==> config.mk <==
export PLATFORM = sky130hd
export DESIGN_NAME = jesd_tx_link_seq
export DESIGN_NICKNAME = d
export VERILOG_FILES = /design/src/rtl/jesd_seq_pkg.sv /design/src/rtl/jesd_sync_cdc.sv /design/src/rtl/jesd_mf_pos.sv /design/src/rtl/jesd_ila_gen.sv /design/src/rtl/jesd_tx_link_seq.sv
export SDC_FILE = /design/constraint.sdc
export NUM_CORES = 1
export LEC_CHECK = 0
export ABC_AREA = 1
export BUFFER_PORTS_ARGS = -buffer_cell sky130_fd_sc_hd__buf_2
export CAP_MARGIN = 15
export CORE_UTILIZATION = 45
export DETAILED_ROUTE_END_ITERATION = 8
export PLACE_DENSITY = 0.86
export SLEW_MARGIN = 20
export SYNTH_ARGS = -nofsm -noshare
export SYNTH_HDL_FRONTEND = slang
export SYNTH_HIERARCHICAL = 1
export SYNTH_SLANG_ARGS = --single-unit
==> constraint.sdc <==
create_clock -name clk -period 2.7 [get_ports clk]
set_input_delay 0.27 -clock clk [delete_from_list [all_inputs] [get_ports clk]]
set_output_delay 0.27 -clock clk [all_outputs]
set_load 0.02 [all_outputs]
==> src/rtl/jesd_seq_pkg.sv <==
`timescale 1ns/1ps
package jesd_seq_pkg;
   typedef enum logic [1:0] {
      PH_CGS  = 2'd0,
      PH_ILA  = 2'd1,
      PH_DATA = 2'd2
   } phase_t;

   localparam logic [7:0] OCT_K28_5 = 8'hBC;  // code-group sync comma
   localparam logic [7:0] OCT_K28_0 = 8'h1C;  // multiframe start marker
   localparam logic [7:0] OCT_K28_4 = 8'h9C;  // configuration start marker
   localparam logic [7:0] OCT_K28_3 = 8'h7C;  // multiframe end marker

   localparam int unsigned ILA_MULTIFRAMES = 4;
endpackage

==> src/rtl/jesd_sync_cdc.sv <==
`timescale 1ns/1ps
module jesd_sync_cdc #(
   parameter int unsigned STAGES = 2
) (
   input  logic clk,
   input  logic rst,
   input  logic async_i,
   output logic sync_o
);
   generate
      if (STAGES < 2) begin : g_bad_stages
         $error("jesd_sync_cdc: STAGES must be at least 2");
      end
   endgenerate

   logic [STAGES-1:0] chain_q;

   // Reset to low: the lane stays in code-group sync until released.
   always_ff @(posedge clk) begin
      if (rst) chain_q <= '0;
      else     chain_q <= {chain_q[STAGES-2:0], async_i};
   end

   assign sync_o = chain_q[STAGES-1];
endmodule

==> src/rtl/jesd_mf_pos.sv <==
`timescale 1ns/1ps
module jesd_mf_pos #(
   parameter int unsigned K  = 20,
   parameter int unsigned PW = 5
) (
   input  logic          clk,
   input  logic          rst,
   input  logic          sysref_i,
   output logic [PW-1:0] pos_o,
   output logic          wrap_next_o
);
   localparam logic [PW-1:0] LAST = PW'(K - 1);

   generate
      if (K < 2 || (2 ** PW) < K) begin : g_bad_k
         $error("jesd_mf_pos: K must be at least 2 and fit in PW bits");
      end
   endgenerate

   assign wrap_next_o = sysref_i || (pos_o == LAST);

   always_ff @(posedge clk) begin
      if (rst)              pos_o <= '0;
      else if (wrap_next_o) pos_o <= '0;
      else                  pos_o <= pos_o + 1'b1;
   end

   p_sysref_align_r9: assert property (@(posedge clk) disable iff (rst)
      sysref_i |=> (pos_o == '0));

   p_pos_step_r9: assert property (@(posedge clk) disable iff (rst)
      (!sysref_i && pos_o != LAST) |=> (pos_o == $past(pos_o) + 1'b1));
endmodule

==> src/rtl/jesd_ila_gen.sv <==
`timescale 1ns/1ps
module jesd_ila_gen
   import jesd_seq_pkg::*;
#(
   parameter int unsigned K     = 20,
   parameter int unsigned CFG_N = 14,
   parameter int unsigned PW    = 5
) (
   input  logic [1:0]         mf_idx_i,
   input  logic [PW-1:0]      pos_i,
   input  logic [7:0]         ramp_i,
   input  logic [CFG_N*8-1:0] cfg_i,
   output logic [7:0]         octet_o,
   output logic               ctrl_o
);
   generate
      if (K < CFG_N + 3) begin : g_cfg_fit
         $error("jesd_ila_gen: configuration octets do not fit in one multiframe");
      end
   endgenerate

   always_comb begin
      int unsigned p;
      p       = 32'(pos_i);
      octet_o = ramp_i;
      ctrl_o  = 1'b0;
      if (p == 0) begin
         octet_o = OCT_K28_0;
         ctrl_o  = 1'b1;
      end else if (p == K - 1) begin
         octet_o = OCT_K28_3;
         ctrl_o  = 1'b1;
      end else if (mf_idx_i == 2'd1 && p == 1) begin
         octet_o = OCT_K28_4;
         ctrl_o  = 1'b1;
      end else if (mf_idx_i == 2'd1 && p >= 2 && p < CFG_N + 2) begin
         octet_o = cfg_i[(p-2)*8 +: 8];
      end
   end
endmodule

==> src/rtl/jesd_tx_link_seq.sv <==
`timescale 1ns/1ps
module jesd_tx_link_seq
   import jesd_seq_pkg::*;
#(
   parameter int unsigned K           = 20,
   parameter int unsigned CFG_N       = 14,
   parameter int unsigned SYNC_STAGES = 2
) (
   input  logic               clk,
   input  logic               rst,
   input  logic               sync_n_i,
   input  logic               sysref_i,
   input  logic [7:0]         sample_i,
   input  logic [CFG_N*8-1:0] cfg_bank_i,
   output logic [7:0]         octet_o,
   output logic               ctrl_o,
   output logic [1:0]         phase_o
);
   localparam int unsigned PW = (K > 1) ? $clog2(K) : 1;
   localparam logic [1:0]  LAST_MF = 2'(ILA_MULTIFRAMES - 1);

   generate
      if (CFG_N < 1) begin : g_bad_cfg
         $error("jesd_tx_link_seq: CFG_N must be at least 1");
      end
   endgenerate

   logic          sync_s;
   logic [PW-1:0] mf_pos;
   logic          mf_wrap_next;
   logic [7:0]    ramp_q;
   phase_t        state_q;
   logic [1:0]    ila_mf_q;
   logic [7:0]    ila_octet;
   logic          ila_ctrl;

   jesd_sync_cdc #(.STAGES(SYNC_STAGES)) u_sync (
      .clk     (clk),
      .rst     (rst),
      .async_i (sync_n_i),
      .sync_o  (sync_s)
   );

   jesd_mf_pos #(.K(K), .PW(PW)) u_mf (
      .clk         (clk),
      .rst         (rst),
      .sysref_i    (sysref_i),
      .pos_o       (mf_pos),
      .wrap_next_o (mf_wrap_next)
   );

   jesd_ila_gen #(.K(K), .CFG_N(CFG_N), .PW(PW)) u_ila (
      .mf_idx_i (ila_mf_q),
      .pos_i    (mf_pos),
      .ramp_i   (ramp_q),
      .cfg_i    (cfg_bank_i),
      .octet_o  (ila_octet),
      .ctrl_o   (ila_ctrl)
   );

   // Free-running ramp that fills the unmarked alignment octets.
   always_ff @(posedge clk) begin
      if (rst) ramp_q <= '0;
      else     ramp_q <= ramp_q + 8'd1;
   end

   always_ff @(posedge clk) begin
      if (rst) begin
         state_q  <= PH_CGS;
         ila_mf_q <= '0;
      end else begin
         unique case (state_q)
            PH_CGS: begin
               ila_mf_q <= '0;
               if (sync_s && mf_wrap_next) state_q <= PH_ILA;
            end
            PH_ILA: begin
               if (!sync_s) begin
                  state_q <= PH_CGS;
               end else if (mf_wrap_next) begin
                  if (ila_mf_q == LAST_MF) state_q <= PH_DATA;
                  else                     ila_mf_q <= ila_mf_q + 2'd1;
               end
            end
            default: begin
               if (!sync_s) state_q <= PH_CGS;
            end
         endcase
      end
   end

   // A low synchronized request overrides the phase at once.
   always_comb begin
      if (!sync_s || state_q == PH_CGS) begin
         octet_o = OCT_K28_5;
         ctrl_o  = 1'b1;
         phase_o = PH_CGS;
      end else if (state_q == PH_ILA) begin
         octet_o = ila_octet;
         ctrl_o  = ila_ctrl;
         phase_o = PH_ILA;
      end else begin
         octet_o = sample_i;
         ctrl_o  = 1'b0;
         phase_o = PH_DATA;
      end
   end

   p_ila_on_boundary_r3: assert property (@(posedge clk) disable iff (rst)
      (phase_o == PH_ILA && $past(phase_o) == PH_CGS) |-> (mf_pos == '0));

   p_data_on_boundary_r7: assert property (@(posedge clk) disable iff (rst)
      (phase_o == PH_DATA && $past(phase_o) == PH_ILA) |-> (mf_pos == '0 && $past(ila_mf_q) == LAST_MF));

   p_data_no_ctrl_r7: assert property (@(posedge clk) disable iff (rst)
      (phase_o == PH_DATA) |-> !ctrl_o);

   p_drop_to_cgs_r8: assert property (@(posedge clk) disable iff (rst)
      !sync_s |=> (state_q == PH_CGS));

   p_ila_edges_ctrl_r4: assert property (@(posedge clk) disable iff (rst)
      (state_q == PH_ILA && sync_s && mf_wrap_next) |-> (ctrl_o && octet_o == OCT_K28_3));
endmodule

Yosys cells after proc, flatten, opt, wreduce, memory -nomap -nowiden. Index checks and enable logic that the tools add are counted.

Flip-flop bits (word level): 19. Latch bits: 0. Memory bits (writable): 0. ROM bits: 0. Input port bits: 124. Output and inout bits: 11. Memories kept: 0.

Add/subtract/negate cells: 4. $mul: 0. Divide/modulo/power cells: 0. Order comparisons: 2. Equal/unequal tests: 12. Shift operators: 1. Mux-type cells: 23. Bitwise gates (word level): 0. Reduce and logical (&&, ||, !) cells: 13.

Operators by type and width (count): 112-bit by 33-bit variable part select with 8-bit output (1); 8-bit 2-to-1 mux (6); 2-bit 2-to-1 mux (10); 3-bit inequality test, second input constant (3); 8-bit by 1-bit adder with 8-bit output, second input constant (1); 2-bit one-hot mux with 2 select lines (2); 4-bit AND reduction (2); 2-bit inequality test, second input constant (3); 5-bit by 2-bit subtractor with 6-bit output, second input constant (1); 5-bit by 1-bit adder with 5-bit output, second input constant (1); 5-bit by 1-bit equality test with 1-bit output, second input constant (1); 5-bit equality test, second input constant (1); 5-bit by 2-bit greater-or-equal comparator with 1-bit output, second input constant (1); 5-bit logical NOT (1); 5-bit < comparator, second input constant (1); 1-bit 2-to-1 mux (5); 2-bit by 1-bit equality test with 1-bit output, second input constant (2); 1-bit logical AND (4); 2-bit by 1-bit adder with 2-bit output, second input constant (1); 2-bit equality test, second input constant (1); 2-bit logical NOT (1); 1-bit logical OR (2); 2-bit by 1-bit inequality test with 1-bit output, second input constant (1); 2-bit nonzero test (1); other kinds (2) (2).

Depth between registers and ports, before layout. Gate-level depths: netlist of run 1.

Depth in word-level cells: 9. Mapped depth: 17. Gate-level depth less buffers: 15.

Hierarchy. Netlist of run 1, hierarchy kept.

By module, submodules not included: jesd_ila_gen (times used 1, cells an instance 298, area an instance 1398.8 um2, sequential area each 0.0 um2); jesd_tx_link_seq (times used 1, cells an instance 97, area an instance 688.2 um2, sequential area each 240.2 um2); jesd_mf_pos (times used 1, cells an instance 31, area an instance 225.2 um2, sequential area each 100.1 um2); jesd_sync_cdc (times used 1, cells an instance 6, area an instance 55.1 um2, sequential area each 40.0 um2).

Worst setup path after synthesis of run 1. Ideal clock, no wire load.

Path type: register to output. Start point: reg u_mf.pos_o[1]. End point: out octet_o[6]. Arrival: 2.277 ns. Data required time: 2.430 ns. Slack: 0.153 ns. Cell stages (with the launch flop): 17. Path buffers: 2. Cell sequence: dfxtp_1 inv_1 clkbuf_1 ha_1 buf_4 inv_2 nor2_2 o211ai_1 nand2_1 nand2_1 nand2_1 nand2_1 nand2_1 nand2_1 a21oi_1 nand2_1 a21oi_1.

Longest elaborated chain between the ends: 9.

RTL lines: from (decl) (RTL line jesd_mf_pos.sv:9) `output logic [PW-1:0] pos_o,`; from (signal assigned) (RTL line jesd_mf_pos.sv:25) `else pos_o <= pos_o + 1'b1;`; branches (longest 6 deep; another with 5-bit by 2-bit subtractor with 6-bit output); 8-bit 2-to-1 mux * (RTL line jesd_ila_gen.sv:27) `if (p == 0) begin`; named net ila_octet[6] (RTL line jesd_tx_link_seq.sv:34) `logic [7:0] ila_octet;`; 8-bit 2-to-1 mux * (RTL line jesd_tx_link_seq.sv:98) `end else if (state_q == PH_ILA) begin`; 8-bit 2-to-1 mux * (RTL line jesd_tx_link_seq.sv:94) `if (!sync_s || state_q == PH_CGS) begin`; to (decl) (RTL line jesd_tx_link_seq.sv:15) `output logic [7:0] octet_o,`.

Mark *: on every way through the listed nets, which the timed path passes.

Worst setup path after layout of run 1.
Start point: reg u_mf.pos_o[0]. End point: out octet_o[0].

Same word-level chain as after synthesis.

==> summary.md, run 1 <==
| Metric | Value |
|---|---|
| Class of the worst hold path | `primary input to register` |
| Cell taking the most area after synthesis | `nand2_1` |
| Post-CTS Setup Bufs | `0` |
| Slew Viols, Final | `0` |
| Status | `complete, no violations` |
| Synthesized area per cell | `approximately 5.5 sq um` |
| Post-Syn Area | `0.00237 sq mm` |
| H-tree Lvls | `1` |
| Setup violators final | `0` |
| Largest net degree at the start of global routing | `between 60 and 70` |
| Synthesized flop and latch total | `19` |
| Critical Path Start Type | `register` |
| Fraction of final layout cells with drive strength greater than 1 | `31.2%` |
| Die span in y | `74.5 microns` |
| Area growth from synthesis to layout | `33.8%` |
| RSZ-0062 raised after global routing | `no` |
| Most common library cells after synthesis | `nand2_1, nor2_1, nand3_1` |
| Crit path cell chain | `clkinv_2, buf_4, o21a_1, o21ai_0, nand2_1, nand2_1, nand2_1, nand2_1, a21oi_2, a22o_1, buf_4` |
| Compound-Gate Fraction of Synth Area | `20.3%` |
| Post-Syn Instances | `432` |
| WL final | `7.64 mm` |
| Tot GR Track Use | `25.7%` |
| Initial antenna violation count | `0` |
| Main combinational cell family by area after synthesis | `simple AND/OR/NAND/NOR gates` |
| Diode count | `0` |
| Final Critical Period | `2480 ps` |
| Core Box Area | `slightly above 0.005 sq mm` |
| TNS Setup | `0 ps` |
| FFs w/ async S/R, synth | `0%` |
| EDFF count, synth | `0` |
| Routability cong. | `0.888` |
| Synth Flop Type | `dfxtp_1` |
| Slew Limit Headroom | `72.3%` |
| Clk buf depth | `2` |
| Max Freq | `approximately 400 MHz` |
| Most common cell in the synthesized netlist | `nand2_1` |
| Max_cap viols | `0` |
| Mux cell area share after synthesis | `0%` |
| Syn. warnings | `6` |
| Worst slew pin tran | `416 ps` |
| Grt ovf | `0` |
| I/O pin count | `about 140` |
| Port bufs | `134` |
| Required time of the critical path | `2430 ps` |
| Yosys cell types | `33` |
| Hold buffers post-CTS | `0` |
| Initial Utilization | `between 40% and 50%` |
| Synth top area cells | `nand2_1, dfxtp_1, nor2_1` |
| Most used cell, CP | `nand2_1` |
| Peak supply drop | `0.000391 V` |
| CP arrival | `2210 ps` |
| CP Class | `register to output pin` |
| Vias in the first global route | `between 2000 and 3000` |
| Initial DRC Count | `151` |
| Adder-cell share of the synthesized area | `under 10%` |
| CTS tree | `yes` |
| Simple-Gate Fraction of Synth Area | `approximately 47%` |
| Crit share post-route | `between 90 and 100%` |
| Nets | `687` |
| Via Count | `3286` |
| DR DRC count | `0` |
| Synth top area share | `16.8%` |
| Cell Pwr Density | `~240 mW/mm^2` |
| Root Buffer | `clkbuf_8` |
| Hpwl dp | `5.83 mm` |
| Maximum fanout along the worst path | `34` |
| Antenna-violating nets left | `0` |
| CP Capture Type | `output pin` |
| First-pass GRT wire length | `11.1 mm` |
| Syn nets | `around 560` |
| Via density | `5.24` |
| Crit-path slowest cell | `dfxtp_2` |
| Crit path largest cell delay | `about 350 ps` |
| Skew-Pair Late Insertion Delay | `250 ps` |
| Die W | `74.5 microns` |
| Num rows | `26` |
| Hold Vio Cnt, Final | `0` |
| Static leakage | `1.56 nW` |
| XOR/XNOR Fraction of Synth Area | `1.48%` |
| Final core occ | `62.4%` |
| Pre-antenna DRT Iters | `5` |
| Worst Skew | `roughly 0.76 ps` |
| Worst-path clk slew | `70 ps` |
| Sequential area share after synthesis | `between 10% and 20%` |
| Clock buffer count from CTS | `3` |
| WL per Instance | `12.2 microns` |
| Sink Count | `19` |
| Die area | `0.00555 sq mm` |
## layout by cell type (no fill, tap or decap), types with 6 or more instances in the layout
master and instances:
a21oi_1 17, buf_2 132, buf_4 9, dfxtp_1 18, inv_1 36, inv_2 6, nand2_1 106, nand3_1 43
nand4_1 10, nor2_1 77, o21ai_0 30, o21ai_1 11, o22ai_1 8
## per-stage QoR
| stage | setup slack, ps | cells | area [sq um] | total power [mW] | hold slack (ps) |
|---|---|---|---|---|---|
| 2_1_floorplan | 153 | 432 | 2370 | 0.453 | 341 |
| 6_report | 216 | 627 | 3170 | 0.770 | 213 |
| 3_5_place_dp | 385 | 623 | 3070 | 0.570 | 400 |
| 4_1_cts | 98.4 | 627 | 3120 | 0.765 | 214 |
| 5_1_grt | 7.92 | 627 | 3170 | 0.818 | 234 |
| 3_3_place_gp | 423 | 623 | 3070 | 0.565 | 391 |
## power by group
part	internal, mW	leakage (nW)	switching (mW)	total, mW
Combinational	0.130	1.39	0.149	0.280
Sequential	0.288	0.155	0.00686	0.295
Clock	0.105	0.0228	0.0905	0.195
Total	0.523	1.56	0.247	0.770
## kinds of logic after synthesis
| family | Yosys count |
|---|---|
| adders and majority gates | 5 |
| buffers and inverters | 67 |
| and+or+nand+nor | 254 |
| xor gates and xnor gates | 4 |
| DFF | 19 |
| AOI/OAI and AO/OA | 83 |
## registers in the layout, summed over array words and instances (netlist names)
register	count
ila_mf_q	2
ramp_q	8
state_q	2
u_mf/pos_o	5
u_sync/chain_q	2
## critical path: cells and delay by family, from the launching register on
| kind | cells | cell delay, ps |
|---|---|---|
| buf+inv | 3 | 820 |
| flops | 1 | 350 |
| compound gates | 4 | 510 |
| simple gates | 4 | 270 |
## routing by layer
| layer | global-route usage [%] | wire, microns | vias up |
|---|---|---|---|
| li1 | - | - | 1664 |
| met1 | 27.4 | 3080 | 1467 |
| met2 | 50.1 | 3860 | 137 |
| met3 | 3.25 | 523 | 18 |
| met4 | 11.1 | 176 | 0 |
| met5 | 0 | 0 | - |
## path summary, 6_finish.rpt
kind	start	to	slack (ps)	depth (start not counted)
worst max-delay path	u_mf/pos_o[0]$_SDFF_PP0_	octet_o[0]	220	11
worst min-delay path	sync_n_i	u_sync/chain_q[0]$_SDFF_PP0_	210	3
worst max register to register	u_mf/pos_o[1]$_SDFF_PP0_	ila_mf_q[1]$_SDFFE_PP0P_	810	10
worst min register to register	u_sync/chain_q[0]$_SDFF_PP0_	u_sync/chain_q[1]$_SDFF_PP0_	410	2
## cell type report
cell class / instances / area (sq um)
inverter: 44 / 169
tap: 70 / 87.6
clock buffer: 4 / 45.0
sequential: 19 / 382
timing repair buffer: 144 / 771
multi-input combinational: 346 / 1710
fill: 489 / 1910
## timing repair
item | 4_1_cts | 5_1_grt
endpoints found under the hold margin | 0 | 0
endpoints found under the setup margin | 0 | 6
gates resized for setup | 0 | 12
No activity file was read; power rests on OpenSTA's default activity.
==> run 2: changes to the inputs <==
- ABC_AREA: 1 -> not set
- CORE_UTILIZATION: 45 -> 44
- clock period: 2.7 -> 2.52 ns (I/O delays scaled with it)
==> summary.md, run 2 <==
| Metric | Value |
|---|---|
| Die span in y | `72.5 microns (-2.8%)` |
| Final worst slack | `31.9 ps (-184 ps)` |
| Cell taking the most area after synthesis | `mux4_2` |
| Tot GR Track Use | `24.1% (-1.6 points)` |
| Peak supply drop | `0.000295 V (-24%)` |
| FFs w/ async S/R, synth | `0% (unchanged)` |
| Pre-antenna DRT Iters | `4 (-1)` |
| Synth Flop Type | `dfxtp_1` |
| Post-Syn Area | `0.00219 sq mm (-7.7%)` |
| I/O pin count | `135 (unchanged)` |
| Clk buf depth | `2 (unchanged)` |
| Clock share of power | `26.0% (+0.6 points)` |
| Initial Utilization | `46.0% (-0.67 points)` |
| Synthesized flop and latch total | `19 (unchanged)` |
| Crit path depth | `9 (-2)` |
| CTS tree | `yes` |
| WL per Instance | `15.5 microns (+27%)` |
| Highest-count cells in the layout ignoring fill and taps | `buf_2, mux2i_1, mux4_2` |
| Nets | `491 (-29%)` |
| Sink Count | `19 (unchanged)` |
| Critical Path Start Type | `register` |
| Reg2reg setup slack | `540 ps (-270 ps)` |
| Clock buffer count from CTS | `3 (unchanged)` |
| Hpwl dp | `5.17 mm (-11%)` |
| Grt ovf | `0 (unchanged)` |
| Crit-path leading delay family | `compound AO/OA/AOI/OAI gates` |
| Reg2reg path depth | `7 (-3)` |
| Cell Pwr Density | `261 mW/mm^2 (+7.5%)` |
| Required time of the critical path | `2270 ps (-160 ps)` |
| Biggest regs | `ramp_q: 8 flops, u_mf/pos_o: 5 flops` |
| Crit share post-route | `98.7%` |
| RSZ-0062 raised after global routing | `yes` |
| Port bufs | `134 (unchanged)` |
| Post-Syn Instances | `215 (-50%)` |
| Max Freq | `between 400 and 500 MHz` |
| Synth top area share | `18.5% (+1.7 points)` |
| Int Pwr | `0.600 mW (+15%)` |
| CP Class | `register to output pin` |
| CP Capture Type | `output pin` |
| R2r endpoint | `ila_mf_q[1]$_SDFFE_PP0P_` |
| Skew-Pair Late Insertion Delay | `260 ps (about the same)` |
| Share of power burned in registers | `38.3% (about the same)` |
| Max_cap viols | `0 (unchanged)` |
| Initial DRC Count | `156 (+3.3%)` |
| Syn. warnings | `6 (unchanged)` |
| Area growth from synthesis to layout | `45.2%` |
| Worst Skew | `1.69 ps (+0.934 ps)` |
| Slew Limit Headroom | `76.9% (+4.7 points)` |
| Final Critical Period | `around 2500 ps` |
| Die W | `72.5 microns (-2.8%)` |
| Via density | `5.54 (+5.7%)` |
| Syn nets | `344 (-39%)` |
| Finished Cell Area | `0.00317 sq mm (+0.20%)` |
| Crit path largest cell delay | `370 ps (+20 ps)` |
| WL final | `6.65 mm (-13%)` |
| Antenna-violating nets left | `0 (unchanged)` |
| Crit Reg-Reg Startpoint | `u_mf/pos_o[1]$_SDFF_PP0_` |
| Worst path bufs/invs | `2 (-1)` |
| Static leakage | `1.27 nW (-19%)` |
| Slew Viols, Final | `0 (unchanged)` |
| Routability cong. | `0.824 (-7.2%)` |
| Register name with the most flops | `ramp_q` |
| Hold Vio Cnt, Final | `0 (unchanged)` |
| Post-Place Setup Slack | `152 ps (-233 ps)` |
| End of the critical path | `octet_o[5]` |
| Largest register FFs | `8 (unchanged)` |
| Worst-path clk slew | `70 ps (about the same)` |
| Synthesized area per cell | `10.2 sq um (+86%)` |
| Vias in the first global route | `2279 (-16%)` |
| Synth top area cells | `mux4_2, dfxtp_1, mux2i_1` |
| Num rows | `25 (-3.8%)` |
| Root Buffer | `clkbuf_8` |
| Crit-path slowest cell | `dfxtp_4` |
| Core Box Area | `0.00475 sq mm (-6.3%)` |
| Largest net degree at the start of global routing | `30 (-53%)` |
| Crit path launch | `u_mf/pos_o[1]$_SDFF_PP0_` |
| Hold buffers post-CTS | `0 (unchanged)` |
| Die area | `0.00525 sq mm (-5.4%)` |
| Setup violators final | `0 (unchanged)` |
| Switch Pwr | `0.229 mW (-7.1%)` |
| Sequential area share after synthesis | `17.4% (+1.3 points)` |
| Placement-stage cell area | `0.00291 sq mm (-5.1%)` |
| Initial antenna violation count | `0 (unchanged)` |
| Most common cell after layout, fill and taps aside | `buf_2` |
| Class of the worst hold path | `primary input to register` |
| H-tree Lvls | `1 (unchanged)` |
| Fraction of final layout cells with drive strength greater than 1 | `57.3% (+26 points)` |
| CP arrival | `2240 ps (+30 ps)` |
| Status | `complete, no violations` |
| Switching Share | `27.6% (-4.4 points)` |
| Diode count | `0 (unchanged)` |
| Via Count | `2372 (-28%)` |
| Combinational Power Share | `35.7% (-0.6 points)` |
| EDFF count, synth | `0 (unchanged)` |
| Crit path cell chain | `inv_2, ha_4, mux4_2, a221oi_2, a211o_1, o21ai_1, o22ai_1, nand2_1, buf_2` |
| Worst slew pin tran | `346 ps (-69.4 ps)` |
| DR DRC count | `0 (unchanged)` |
| First-pass GRT wire length | `9.84 mm (-12%)` |
| Most common library cells after synthesis | `dfxtp_1, mux2i_1, mux4_2` |
| Yosys cell types | `56 (+70%)` |
| Maximum fanout along the worst path | `7 (-79%)` |
-- run 2: per-stage QoR --
| step | hold WS (ps) | power [mW] | setup TNS (ps) | utilization, % | instances |
|---|---|---|---|---|---|
| 2_1_floorplan | 324 | 0.481 | 0 | - | 215 |
| 3_3_place_gp | 427 | 0.588 | 0 | 61.3 | 412 |
| 3_5_place_dp | 434 | 0.595 | 0 | 61.3 | 412 |
| 4_1_cts | 202 | 0.814 | -34.9 | 63.1 | 417 |
| 5_1_grt | 199 | 0.877 | -193 | 66.7 | 428 |
| 6_report | 204 | 0.829 | 0 | 66.7 | 428 |
-- run 2: worst min-delay path by stage --
stage	from	end	slack (ps)	cells after the start
6_report	sync_n_i	u_sync/chain_q[0]$_SDFF_PP0_	200	2
5_1_grt	sync_n_i	u_sync/chain_q[0]$_SDFF_PP0_	200	2
4_1_cts	sync_n_i	u_sync/chain_q[0]$_SDFF_PP0_	200	2
3_5_place_dp	u_sync/chain_q[0]$_SDFF_PP0_	u_sync/chain_q[1]$_SDFF_PP0_	430	1
3_3_place_gp	u_sync/chain_q[0]$_SDFF_PP0_	u_sync/chain_q[1]$_SDFF_PP0_	430	1
2_1_floorplan	rst	u_sync/chain_q[0]$_SDFF_PP0_	320	1
-- run 2: layout make-up --
class / count / area [sq um]
tap: 67 / 83.8
clock inverter: 1 / 5.00
inverter: 5 / 18.8
multi-input combinational: 178 / 1740
timing repair buffer: 155 / 890
clock buffer: 3 / 41.3
sequential: 19 / 390
fill: 380 / 1580
-- run 2: repair_timing --
item / 4_1_cts / 5_1_grt
setup endpoints to repair: 9 / 9
cloned: 0 / 1
pin swaps: 2 / 10
setup buffers: 1 / 10
gates resized for setup: 7 / 19
-- run 2: metal layers --
metal	wire length, microns	GRT usage, %
met1	2540	26.0
met2	3470	46.1
met5	0	0
met4	114	8.06
met3	525	5.42
-- run 2: worst reg2reg max path, cell delays in order, from the launching register on --
cell and delay (ps):
dfxtp_4 360, buf_12 170, ha_1 230, and4bb_1 230, or2_2 320, and4bb_2 270
nand3b_1 170, a31oi_1 170
-- run 2: power groups by stage --
stage	registers [mW]	clock network, mW	logic [mW]
floorplan	0.320	0	0.160
global placement	0.326	0	0.261
detailed placement	0.327	0	0.268
CTS	0.319	0.222	0.273
global route	0.319	0.240	0.318
finish	0.318	0.216	0.296
-- run 2: cell families after synthesis --
group,count (synthesis),synth area share (%)
flops,19,17.4
xor+xnor,6,2.40
compound gates,48,15.9
fa+ha+maj,5,2.86
simple gates,77,22.8
buf+inv,18,6.01
mux,42,32.6
